[src/rtl/adc_evflag_pkg.sv]
package adc_evflag_pkg;

    localparam int NFLAG = 5;

    // Flag bit positions, shared by the status and enable words
    localparam int F_REOC = 0;
    localparam int F_IEOC = 1;
    localparam int F_SMP  = 2;
    localparam int F_RSEQ = 3;
    localparam int F_ISEQ = 4;

    // Word addresses
    localparam int A_STS   = 0;
    localparam int A_IEN   = 1;
    localparam int A_RDAT  = 2;
    localparam int A_IDAT0 = 3;

    typedef logic [NFLAG-1:0] flag_vec_t;

    // Hardware events, packed so that the bit order matches the flag positions
    typedef struct packed {
        logic iseq;
        logic rseq;
        logic smp;
        logic ieoc;
        logic reoc;
    } evt_t;

    // One cycle of decoded bus activity
    typedef struct packed {
        flag_vec_t w1c;
        flag_vec_t rdclr;
        logic      en_we;
    } bus_op_t;

    function automatic logic any_pending(flag_vec_t f, flag_vec_t e);
        return |(f & e);
    endfunction

endpackage

[src/rtl/evflag_decode.sv]
module evflag_decode
    import adc_evflag_pkg::*;
#(
    parameter int ADDR_W  = 3,
    parameter int DATA_W  = 32,
    parameter int NUM_INJ = 4,
    parameter int SLOT_W  = 2
) (
    input  logic              wr,
    input  logic              rd,
    input  logic [ADDR_W-1:0] addr,
    input  logic [DATA_W-1:0] wdata,
    input  logic [SLOT_W-1:0] last_slot,
    output bus_op_t           op
);
    localparam int INJ_END = A_IDAT0 + NUM_INJ;

    logic              in_inj;
    logic [ADDR_W-1:0] inj_off;
    logic              inj_hit;

    assign in_inj  = (int'(addr) >= A_IDAT0) && (int'(addr) < INJ_END);
    assign inj_off = addr - ADDR_W'(A_IDAT0);
    assign inj_hit = rd && in_inj && (inj_off == ADDR_W'(last_slot));

    always_comb begin
        op = '0;
        if (wr && addr == ADDR_W'(A_STS)) begin
            op.w1c = wdata[NFLAG-1:0];
        end
        op.en_we = wr && (addr == ADDR_W'(A_IEN));
        op.rdclr[F_REOC] = rd && (addr == ADDR_W'(A_RDAT));
        op.rdclr[F_IEOC] = inj_hit;
    end
endmodule

[src/rtl/evflag_cell.sv]
module evflag_cell (
    input  logic clk,
    input  logic rst,
    input  logic set,
    input  logic clr,
    output logic q
);
    always_ff @(posedge clk) begin
        if (rst) begin
            q <= 1'b0;
        end else if (set) begin
            q <= 1'b1;
        end else if (clr) begin
            q <= 1'b0;
        end
    end
endmodule

[src/rtl/evflag_slot_track.sv]
module evflag_slot_track #(
    parameter int SLOT_W = 2
) (
    input  logic              clk,
    input  logic              rst,
    input  logic              upd,
    input  logic [SLOT_W-1:0] slot_in,
    output logic [SLOT_W-1:0] slot_q
);
    always_ff @(posedge clk) begin
        if (rst) begin
            slot_q <= '0;
        end else if (upd) begin
            slot_q <= slot_in;
        end
    end
endmodule

[src/rtl/adc_evflag_ctrl.sv]
module adc_evflag_ctrl
    import adc_evflag_pkg::*;
#(
    parameter  int NUM_INJ = 4,
    parameter  int ADDR_W  = 3,
    parameter  int DATA_W  = 32,
    localparam int SLOT_W  = (NUM_INJ > 1) ? $clog2(NUM_INJ) : 1
) (
    input  logic              clk,
    input  logic              rst,
    input  logic              evt_reg_done,
    input  logic              evt_inj_done,
    input  logic [SLOT_W-1:0] evt_inj_slot,
    input  logic              evt_smp_end,
    input  logic              evt_reg_seq_end,
    input  logic              evt_inj_seq_end,
    input  logic              bus_wr,
    input  logic              bus_rd,
    input  logic [ADDR_W-1:0] bus_addr,
    input  logic [DATA_W-1:0] bus_wdata,
    output logic [DATA_W-1:0] bus_rdata,
    output logic              irq
);
    evt_t              evt;
    bus_op_t           op;
    flag_vec_t         flags;
    flag_vec_t         en_q;
    flag_vec_t         clr;
    logic [SLOT_W-1:0] last_slot;

    assign evt.reoc = evt_reg_done;
    assign evt.ieoc = evt_inj_done;
    assign evt.smp  = evt_smp_end;
    assign evt.rseq = evt_reg_seq_end;
    assign evt.iseq = evt_inj_seq_end;

    evflag_slot_track #(.SLOT_W(SLOT_W)) u_slot (
        .clk     (clk),
        .rst     (rst),
        .upd     (evt_inj_done),
        .slot_in (evt_inj_slot),
        .slot_q  (last_slot)
    );

    evflag_decode #(
        .ADDR_W  (ADDR_W),
        .DATA_W  (DATA_W),
        .NUM_INJ (NUM_INJ),
        .SLOT_W  (SLOT_W)
    ) u_dec (
        .wr        (bus_wr),
        .rd        (bus_rd),
        .addr      (bus_addr),
        .wdata     (bus_wdata),
        .last_slot (last_slot),
        .op        (op)
    );

    assign clr = op.w1c | op.rdclr;

    for (genvar i = 0; i < NFLAG; i++) begin : g_flag
        evflag_cell u_cell (
            .clk (clk),
            .rst (rst),
            .set (evt[i]),
            .clr (clr[i]),
            .q   (flags[i])
        );
    end

    always_ff @(posedge clk) begin
        if (rst) begin
            en_q <= '0;
        end else if (op.en_we) begin
            en_q <= bus_wdata[NFLAG-1:0];
        end
    end

    always_comb begin
        bus_rdata = '0;
        if (bus_addr == ADDR_W'(A_STS)) begin
            bus_rdata[NFLAG-1:0] = flags;
        end else if (bus_addr == ADDR_W'(A_IEN)) begin
            bus_rdata[NFLAG-1:0] = en_q;
        end
    end

    assign irq = any_pending(flags, en_q);

endmodule

[config.mk]
export PLATFORM = sky130hd
export DESIGN_NAME = adc_evflag_ctrl
export DESIGN_NICKNAME = d
export VERILOG_FILES = /design/src/rtl/adc_evflag_pkg.sv /design/src/rtl/evflag_decode.sv /design/src/rtl/evflag_cell.sv /design/src/rtl/evflag_slot_track.sv /design/src/rtl/adc_evflag_ctrl.sv
export SDC_FILE = /design/constraint.sdc
export NUM_CORES = 1
export LEC_CHECK = 0
export BUFFER_PORTS_ARGS = -buffer_cell sky130_fd_sc_hd__buf_2
export CAP_MARGIN = 20
export CORE_UTILIZATION = 35
export CTS_CLUSTER_DIAMETER = 50
export DETAILED_ROUTE_END_ITERATION = 8
export PLACE_DENSITY = 0.77
export SETUP_SLACK_MARGIN = 0.2
export SYNTH_ARGS = -nofsm -noshare
export SYNTH_HDL_FRONTEND = slang
export SYNTH_SLANG_ARGS = --single-unit
[constraint.sdc]
create_clock -name clk -period 2.3 [get_ports clk]
set_clock_uncertainty 0.2 [all_clocks]
set_input_delay 0.23 -clock clk [delete_from_list [all_inputs] [get_ports clk]]
set_output_delay 0.23 -clock clk [all_outputs]
set_load 0.02 [all_outputs]
Word level (Yosys, flattened, before mapping):

Cells that the tools add are included.

* flip-flop bits (word level): 12
* output and inout port bits: 33
* word-level logic and storage cells: 41
* bits of input ports: 46

* bitwise logic cells: 2
* equality and inequality tests: 3
* order comparisons: 2
* $add $sub $neg: 1
* reductions and logical operators: 13
* muxes and demuxes: 13

Operator list (count)
* 5-bit two-way mux: 3
* 1-bit two-way mux: 10
* 2-bit nonzero test: 5
* 1-bit logical AND: 6
* 5-bit bitwise AND: 1
* 5-bit by 2-bit OR with 5-bit output: 1
* 5-bit OR reduction: 1
* 3-bit by 1-bit == test with 1-bit output (second input constant): 1
* 3-bit by 2-bit == test with 1-bit output: 1
* 3-bit by 2-bit == test with 1-bit output (second input constant): 1
* 3-bit by 2-bit >= comparator with 1-bit output (second input constant): 1
* 3-bit logical NOT: 1
* 3-bit less-than comparator (second input constant): 1
* 3-bit by 2-bit subtractor with 3-bit output (second input constant): 1

Longest topological paths before layout:

Gate-level depths: netlist (run 1).

* depth in word-level cells: 7
* mapped depth: 5
* gate-level depth less buffers: 5

Hierarchy:

Synthesis (run 1) repeated with hierarchy kept, for this count alone.

* cells, all modules: 116
* area total of the unflattened synthesis: 994.7 um^2

By module, submodules not included
* adc_evflag_ctrl: sequential area each 100.1 um^2, cells each 63, area an instance 521.8 um^2, instances 1
* evflag_decode: sequential area each 0.0 um^2, cells each 27, area an instance 211.5 um^2, instances 1
* evflag_cell: sequential area each 20.0 um^2, cells each 4, area an instance 38.8 um^2, instances 5
* evflag_slot_track: sequential area each 40.0 um^2, cells each 6, area an instance 67.6 um^2, instances 1

Least setup slack after synthesis (run 1):

Ideal clock, no wire load.

* path type: input to output
* start: in bus_addr[1]
* end: out bus_rdata[0]
* stages on the path: 5
* data required time: 1.870 ns
* path slack: 0.669 ns
* arrival time: 1.201 ns
* path buffers: 1
* path through: inv_1 > ha_1 > buf_2 > nand3b_1 > a21oi_1

* cells in the longest elaborated chain, start to end: 3
* elaborated cells between the ends (all ways): 4
* those cells by class: eq/ne (1); mux (2); reduce/logical (1)

RTL lines
* start, declared: line adc_evflag_ctrl.sv:19 `input logic [ADDR_W-1:0] bus_addr,`
* 3-bit by 1-bit == test with 1-bit output: line adc_evflag_ctrl.sv:83 `end else if (bus_addr == ADDR_W'(A_IEN)) begin`
* 5-bit two-way mux: line adc_evflag_ctrl.sv:83
* 5-bit two-way mux *: line adc_evflag_ctrl.sv:81 `if (bus_addr == ADDR_W'(A_STS)) begin`
* end, declared: line adc_evflag_ctrl.sv:21 `output logic [DATA_W-1:0] bus_rdata,`

Every way passes the cells marked *; elsewhere a longest branch is shown, timed or not.

Final worst setup path (run 1):

* start: in bus_addr[1]
* end: out bus_rdata[4]

Same word-level chain as after synthesis.

==> flow_summary.toml, run 1 <==
[critical_path]
crit_path_frequent_cell = "buf_2"
critPathCapture = "bus_rdata[4]"
cp_data_arrival_time_ns = 1.38
crit_path_end_kind = "output port"
crit_fanout = 15
startpoint_type = "primary input"
crit_path_cell_trace = "buf_2, inv_1, ha_1, nand2_1, a21oi_1, buf_2"
reg2reg_depth = 3
reg2reg_setup_slack_ns = 1.26
cp_top_family = "adder cells"
required_ns = 1.87
cpPeakStageDelay_ns = 0.48
r2r-start = "g_flag[1].u_cell.q"
path_depth = 6
timing.rr.end = "g_flag[1].u_cell.q"
crit_type = "primary input to output port"
worstPathBufferInverterCount = 3
crit_path_start = "bus_addr[1]"
crit_path_top_delay_cell = "ha_1"

[layout]
diodes = 0
drive_above_1_share_pct = 22.22
area_growth_pct = 11.17
stdcell_count = 165
final_net_count = 188

[clock_network]
cts-root-buf = "clkbuf_4"
cts.clk_slew.worst_paths_ns = 0.07
htree_levels = 1
clk_path_buf_depth = 2
clkSinkCount = 12
cts_tree = "done"
worst_skew_pair.late_latency_ns = 0.27
numCtsBuffers = 3
cts_resized = 0

[sta]
period_share_pct = 78.90
rsz0062_at_grt = "false"
finalCriticalPeriod_ns = 1.815
setup_viol = 0
hold_viol_final = 0
postLayoutSetupSlackWorst_ns = 0.4853
maxSlewViolCount = 0
fin_setup_tns_ns = 0
fmax_mhz = 551.1

[synthesis]
synth_compound_area_share_pct = 13.10
yosys.area_share.xor_xnor_pct = 0.9655
ys_warn_count = 0
synth_top_family_by_area = "buffers and inverters"
synth.area.mux_share_pct = 7.724
synth-seq-cells = 12
syn_avg_cell_area_um2 = 8.399
postSynthCellCount = 108
synthesis.area_um2 = 907.1
yosys.area_share.adder_pct = 6.897
ys_types = 25
yosysSeqAreaShare_pct = 26.48
yosys.area_share.simple_pct = 18.90

[power]
cellLeakagePower_nw = 0.5268
power.density_nw_per_um2 = 472.1
ir_worst_vdd_uv = 306.9

[status]
status = "finished clean"

[global_route]
grt_max_degree = 16
grt_pass1_wl_um = 2842
grt-ovfl-total = 0
antenna_found_initial = 0
grt_util_all_layers_pct = 13.95
grt_pass1_vias = 686

[place]
post-place-ws_ns = 0.5020
io_buffers = 24
placed_cells = 158
detailed_place_hpwl_um = 1391
gp_congestion = 0.7582

[route]
vias_per_cell = 4.691
dr.pass1.iters = 4
routedWlPerCell_um = 11.24
vias = 774
routed_wirelength_um = 1854
drc = 0
drtIter0Drc = 10
final_antenna_net_count = 0

[job]
maxCapViolations = 0

[floorplan]
row_count = 18
dieWidth_um = 52.91
coreArea_um2 = 2455
initial_core_util_pct = 36.95
top_level_ports = 79
dieHeight_um = 52.91
die_area_um2 = 2799

[worst_hold_path]
hold_path.class = "primary input to flip-flop"
## cell usage in the layout, fill, tap and decap left out, drive strengths merged
cell	n
a41o	1
a2111oi	1
o21bai	1
nor2b	1
nor2	12
o22ai	1
nand3b	7
dfxtp	12
clkbuf	3
inv	4
buf	24
a222oi	1
a21oi	8
a22oi	1
nand4b	4
nand2	6
conb	27
ha	5
nand2b	1
dlygate4sd3	4
xnor2	1
a31oi	2
a21bo	1
mux2i	7
## registers in the layout, indices dropped and copies added, names as in the netlist
register,count
u_slot.slot_q,2
g_flag.u_cell.q,5
en_q,5
## worst min path at each step
stage                     cells past startpoint            start  slack [ns]            endpoint
after floorplan                               1              rst        0.10             en_q[1]
after global placement                        3     evt_reg_done        0.24  g_flag[0].u_cell.q
after detailed placement                      3     evt_reg_done        0.25  g_flag[0].u_cell.q
after CTS                                     3  evt_inj_slot[0]        0.01    u_slot.slot_q[0]
after global routing                          3  evt_inj_slot[1]        0.03    u_slot.slot_q[1]
final                                         3  evt_inj_slot[0]        0.01    u_slot.slot_q[0]
## metrics by stage
step                      hold slack [ns]  total power [mW]  instance area [um^2]  util (%)
after floorplan                    0.1024            0.3507                  1005         -
after global placement             0.2400            0.3456                 945.9     38.53
after detailed placement           0.2492            0.3498                 945.9     38.53
after CTS                         0.01189            0.4800                  1008     41.08
after global routing              0.02973            0.5020                  1008     41.08
final                            0.009789            0.4761                  1008     41.08
## where the power goes
group,total (mW),switching (mW),internal [mW]
Sequential,0.227,0.00845,0.218
Combinational,0.125,0.0831,0.0416
Clock,0.125,0.0643,0.0605
Total,0.476,0.156,0.320
## timing repair
| action | in CTS | in global routing |
|---|---|---|
| buffers inserted | 0 | 0 |
| hold endpoints to repair | 4 | 0 |
| hold buffers | 4 | 0 |
## cell families (layout without fill, tap and decap cells)
logic type,count (synthesis),after routing
other,1,27
muxes,7,7
AOI/OAI and AO/OA,17,17
buffers and inverters,34,35
and+or+nand+nor,31,31
xor gates and xnor gates,1,1
DFF,12,12
adders and majority gates,5,5
## tightest hold or removal path, delay by kind of cell
family,cells,cell delay [ns]
multiplexers,1,0.05
AND/OR/NAND/NOR,1,0.08
buffers and inverters,1,0.08
## layout make-up
type	instances	area, um^2
clock buffers	3	22.52
fillers	252	1446
inverters	4	15.01
multi-input cells	88	533.0
flip-flops and latches	12	240.2
well taps	30	37.54
repair buffers	28	160.2
## cells in the mapped netlist
master | count | area [um^2]
o22ai_1 | 1 | 6.260
nand4b_1 | 4 | 35.03
nand3b_1 | 6 | 45.04
a31oi_1 | 2 | 12.51
nor2_1 | 12 | 45.04
a22oi_1 | 1 | 7.510
a222oi_1 | 1 | 10.01
inv_1 | 4 | 15.01
mux2i_1 | 7 | 70.07
a21bo_2 | 1 | 10.01
a2111oi_2 | 1 | 15.01
conb_1 | 1 | 3.750
a21oi_1 | 8 | 40.04
buf_4 | 27 | 202.7
o21bai_1 | 1 | 7.510
nor2b_1 | 1 | 6.260
a41o_1 | 1 | 10.01
dfxtp_1 | 12 | 240.2
ha_1 | 5 | 62.56
nand2b_1 | 1 | 6.260
xnor2_1 | 1 | 8.760
nand3b_2 | 1 | 11.26
clkbuf_1 | 1 | 3.750
buf_2 | 2 | 10.01
nand2_1 | 6 | 22.52
## metal layers
| layer | global-route usage, % | up-vias | wire length [um] |
|---|---|---|---|
| met3 | 3.448 | 6 | 128 |
| li1 | - | 369 | - |
| met1 | 15.40 | 353 | 744 |
| met2 | 25.11 | 46 | 956 |
| met5 | 0 | - | 0 |
| met4 | 5.702 | 0 | 24 |
(Power assumes the default switching activity.)
==> run 2, diff against run 1 <==
--- a/config.mk
+++ b/config.mk
@@ -7,10 +7,10 @@
 export LEC_CHECK = 0
 export BUFFER_PORTS_ARGS = -buffer_cell sky130_fd_sc_hd__buf_2
 export CAP_MARGIN = 20
-export CORE_UTILIZATION = 35
+export CORE_UTILIZATION = 34
 export CTS_CLUSTER_DIAMETER = 50
 export DETAILED_ROUTE_END_ITERATION = 8
-export PLACE_DENSITY = 0.77
+export PLACE_DENSITY = 0.78
 export SETUP_SLACK_MARGIN = 0.2
 export SYNTH_ARGS = -nofsm -noshare
 export SYNTH_HDL_FRONTEND = slang
==> constraint.sdc (replaced) <==
create_clock -name clk -period 1.5 [get_ports clk]
set_clock_uncertainty 0.2 [all_clocks]
set_input_delay 0.15 -clock clk [delete_from_list [all_inputs] [get_ports clk]]
set_output_delay 0.15 -clock clk [all_outputs]
set_load 0.02 [all_outputs]
==> run 2 against run 1 <==
Setup slack worse by 0.58 ns. The flow now finishes with violations (hold timing, setup timing). Critical path type is now flip-flop to output port. Sequential share of layout area fell by 5.1 points. Non-clock buffer count up 17.
==> flow_summary.toml, run 2 (same netlist as run 1, synthesis figures left out) <==
[status]
status = "finished with violations"
violations = "hold timing, setup timing"

[global_route]
grt_pass1_vias = 801
grt_util_all_layers_pct = 17.54
grt_pass1_wl_um = 3546
grt-ovfl-total = 0
grt_max_degree = 13
antenna_found_initial = 0

[floorplan]
top_level_ports = 79
dieWidth_um = 53.65
die_area_um2 = 2878
dieHeight_um = 53.65
row_count = 18
initial_core_util_pct = 36.29
coreArea_um2 = 2500

[critical_path]
crit_fanout = 2
startpoint_type = "flip-flop"
timing.rr.end = "en_q[4]"
reg2reg_depth = 5
cp_data_arrival_time_ns = 1.24
crit_path_end_kind = "output port"
required_ns = 1.15
r2r-start = "en_q[4]"
crit_type = "flip-flop to output port"
crit_path_start = "en_q[4]"
reg2reg_setup_slack_ns = 0.36

[power]
cellLeakagePower_nw = 0.6437
ir_worst_vdd_uv = 484.6
p_total_uw = 820.4
power.density_nw_per_um2 = 606.5

[sta]
hold_viol_final = 8
period_share_pct = 106.3
setup_viol = 2
timing.hold.ws_ns = -0.008099
rsz0062_at_grt = "true"
maxSlewViolCount = 0
finalCriticalPeriod_ns = 1.594
fin_setup_tns_ns = -0.1586
postLayoutSetupSlackWorst_ns = -0.09441
fmax_mhz = 627.2

[worst_hold_path]
hold_start = "rst"
hold_path.class = "primary input to flip-flop"
whs_path_depth = 2
min_to = "g_flag[2].u_cell.q"

[place]
io_buffers = 24
gp_congestion = 0.7832
detailed_place_hpwl_um = 1489

[route]
vias_per_cell = 4.560
drc = 0
drtIter0Drc = 13
vias = 830
routedWlPerCell_um = 12.30
routed_wirelength_um = 2239
final_antenna_net_count = 0
dr.pass1.iters = 4

[clock_network]
cts.clk_slew.worst_paths_ns = 0.07
numCtsBuffers = 3
htree_levels = 1
clkSinkCount = 12
worst_skew_pair.late_latency_ns = 0.28
cts_tree = "done"
clk_path_buf_depth = 2
cts-root-buf = "clkbuf_4"

[layout]
final_common_cell = "conb_1"
layout_common_cells = "27 x conb_1, 16 x buf_2, 12 x nor2_1, 11 x dlygate4sd3_1, 11 x buf_6"
nFillCells = 246
diodes = 0
area_growth_pct = 49.10
final_net_count = 205
reg_top3 = "en_q: 5 flops, g_flag.u_cell.q: 5 flops, u_slot.slot_q: 2 flops"
drive_above_1_share_pct = 40.79
regArea_um2 = 252.7
multi_input_area_um2 = 645.6

[job]
maxCapViolations = 0
[run 2: cell types whose count changed in the layout (fill, tap and decap cells not counted), moves of 5 or more]
| cell | before | now |
|---|---|---|
| a21oi_1 | 8 | 2 |
| dlygate4sd3_1 | 4 | 11 |
| dfxtp_1 | 12 | 2 |
| buf_6 | 0 | 11 |
| buf_4 | 0 | 6 |
| buf_2 | 24 | 16 |
| a21oi_4 | 0 | 5 |
| dfxtp_2 | 0 | 10 |
[run 2: layer usage]
metal / up-vias / share of wire [%] / global-route usage (%) / wire [um]
li1: 407 / - / - / -
met1: 383 / 42 / 20.84 / 943
met2: 35 / 52 / 31.46 / 1166
met3: 5 / 3.9 / 1.695 / 87
met4: 0 / 1.9 / 7.895 / 42
met5: - / 0 / 0 / 0
[run 2: metrics by stage]
stage	setup WS (ns)	area [um^2]	cells	util, %
floorplan	0.2014	1066	134	-
global placement	0.02928	1035	162	41.39
detailed placement	-0.03790	1035	162	41.39
CTS	-0.08785	1292	179	51.70
global route	-0.1643	1353	182	54.10
finish	-0.09441	1353	182	54.10
[run 2: what timing repair did]
item | in CTS | in global routing
resized for setup | 36 | 9
buffers inserted | 3 | 3
hold endpoints to repair | 11 | 0
endpoints found under the setup margin | 6 | 9
hold buffers | 11 | 0
pin swaps | 5 | 4
[run 2: power breakdown]
part           internal [mW]  leakage (nW)  switching [mW]
logic                  0.113         0.528           0.154
registers              0.337         0.102          0.0146
clock network         0.0932        0.0138           0.109
total                  0.543         0.644           0.277
[run 2: layout make-up]
class	instances	area share [%]
Clock buffer	3	1.665
Tap cell	30	2.775
Timing Repair Buffer	45	27.66
Multi-Input combinational cell	88	47.73
Sequential cell	12	18.69
Inverter	4	1.480
[run 2: critical path, stage by stage, from the launching register on]
cell and delay (ns):
dfxtp_2 0.33, a222oi_1 0.36, nand2_1 0.13, buf_6 0.15
[run 2: worst max-delay path by stage]
stage	to	slack, ns	cells past startpoint
5_1_grt	irq	-0.16	3
3_3_place_gp	bus_rdata[1]	0.03	6
6_report	irq	-0.09	3
4_1_cts	irq	-0.09	3
3_5_place_dp	bus_rdata[1]	-0.04	6
2_1_floorplan	bus_rdata[0]	0.20	5
==> run 3, diff against run 2 <==
--- a/config.mk
+++ b/config.mk
@@ -10,7 +10,7 @@
 export CORE_UTILIZATION = 34
 export CTS_CLUSTER_DIAMETER = 50
 export DETAILED_ROUTE_END_ITERATION = 8
-export PLACE_DENSITY = 0.78
+export PLACE_DENSITY = 0.76
 export SETUP_SLACK_MARGIN = 0.2
 export SYNTH_ARGS = -nofsm -noshare
 export SYNTH_HDL_FRONTEND = slang
==> run 3 against run 2 <==
Final cell count grew 1.6%. Sequential share of layout area shrank 0.17 points. Total power grew 8.6%. Design area grew 0.92%. Combinational power is essentially flat. The run ends with setup timing left. Die area is the same. Wire length shrank 4.7%. Non-clock buffer count grew 2.
==> flow_summary.toml, run 3 (same netlist as run 1, synthesis figures left out) <==
[sta]
hold_viol_final = 0
postLayoutSetupSlackWorst_ns = -0.07203
period_share_pct = 104.8
finalCriticalPeriod_ns = 1.572
setup_viol = 1
fmax_mhz = 636.1
rsz0062_at_grt = "true"
maxSlewViolCount = 0
timing.hold.ws_ns = 0.01357

[route]
dr.pass1.iters = 5
drtIter0Drc = 15
vias = 846
routed_wirelength_um = 2133
routedWlPerCell_um = 11.53
vias_per_cell = 4.573
final_antenna_net_count = 0
drc = 0

[critical_path]
reg2reg_setup_slack_ns = 0.47
cp_data_arrival_time_ns = 1.22
timing.rr.end = "g_flag[1].u_cell.q"
cpPeakStageDelay_ns = 0.35
crit_fanout = 2
reg2reg_depth = 3
crit_path_top_delay_cell = "a222oi_1"
crit_path_end_kind = "output port"
r2r-start = "g_flag[1].u_cell.q"
required_ns = 1.15
crit_type = "flip-flop to output port"
startpoint_type = "flip-flop"
crit_path_cell_trace = "a222oi_1, nand2_1, buf_6"

[clock_network]
cts.clk_slew.worst_paths_ns = 0.08
cts_tree = "done"
clk_path_buf_depth = 2
cts-root-buf = "clkbuf_4"
worst_skew_pair.late_latency_ns = 0.28
clkSinkCount = 12
htree_levels = 1
numCtsBuffers = 3

[global_route]
use_met2_pct = 29.58
grt.met1_usage_pct = 20.34
grt_pass1_vias = 808
grt_pass1_wl_um = 3450
grt-ovfl-total = 0
grt_util_all_layers_pct = 17.07
grt_max_degree = 12
gr-usage-met3_pct = 5.367
grt_busiest_layer = "met2"
antenna_found_initial = 0

[layout]
final_util_pct = 54.60
postLayoutCellArea_um2 = 1365
area_growth_pct = 50.48
layout_common_cells = "27 x conb_1, 16 x buf_2, 12 x nor2_1, 12 x dlygate4sd3_1, 11 x buf_6"
diodes = 0
reg_top3 = "en_q: 5 flops, g_flag.u_cell.q: 5 flops, u_slot.slot_q: 2 flops"
drive_above_1_share_pct = 40.65
final_net_count = 207
nFillCells = 224
final_common_cell = "conb_1"

[floorplan]
dieHeight_um = 53.65
initial_core_util_pct = 36.29
coreArea_um2 = 2500
die_area_um2 = 2878
top_level_ports = 79
dieWidth_um = 53.65
row_count = 18

[power]
ir_worst_vdd_uv = 569.7
cellLeakagePower_nw = 0.6507
power.density_nw_per_um2 = 652.6
p_total_uw = 890.8

[worst_hold_path]
hold_start = "evt_inj_done"
min_to = "u_slot.slot_q[0]"
whs_path_depth = 3
hold_path.class = "primary input to flip-flop"

[place]
io_buffers = 24
placed_cell_area_um2 = 1035
detailed_place_hpwl_um = 1483
gp_congestion = 0.7402

[job]
maxCapViolations = 0

[status]
status = "finished with violations"
violations = "setup timing"
==> run 3: cell type report <==
| type | instances | area (um^2) | area share (%) |
|---|---|---|---|
| Timing Repair Buffer | 47 | 391.6 | 28.69 |
| Tap cell | 30 | 37.54 | 2.750 |
| Clock buffer | 4 | 36.28 | 2.658 |
| Sequential cell | 12 | 252.7 | 18.52 |
| Inverter | 4 | 22.52 | 1.650 |
| Multi-Input combinational cell | 88 | 624.3 | 45.74 |
==> run 3: worst max-delay path: cells and delay by family, from the launching register on <==
kind                   cells  cell delay (ns)
AOI/OAI and AO/OA          1             0.35
and+or+nand+nor            1             0.12
DFF                        1             0.33
buffers and inverters      1             0.14
==> run 3: through the flow <==
stage,setup slack (ns),setup TNS (ns),std cells
after floorplan,0.2014,0,134
after global placement,0.01922,0,162
after detailed placement,-0.05120,-0.3481,162
after CTS,-0.07229,-0.07229,182
after global routing,-0.1417,-0.1726,185
final,-0.07203,-0.07203,185
==> run 3: where the power goes <==
part | switching [mW] | internal [mW]
clock | 0.124 | 0.148
sequential | 0.0140 | 0.337
combinational | 0.151 | 0.117
==> run 3: worst max-delay path by stage <==
stage,from,endpoint,cells past startpoint
2_1_floorplan,bus_addr[1],bus_rdata[0],5
6_report,en_q[4],irq,3
3_3_place_gp,bus_addr[1],bus_rdata[0],6
4_1_cts,en_q[4],irq,3
3_5_place_dp,bus_addr[1],bus_rdata[4],6
5_1_grt,en_q[4],irq,3
==> run 3: what timing repair did <==
item	4_1_cts	5_1_grt
setup endpoints to repair	6	8
endpoints found under the hold margin	11	0
cloned	0	0
pin swaps	3	3
buffers inserted	4	3
hold buffers	12	0
gates resized for setup	34	9
==> run 3: metal layers <==
metal	wire length, um	vias to the layer above
li1	-	413
met1	949	393
met2	1027	38
met3	145	2
met4	11	0
met5	0	-
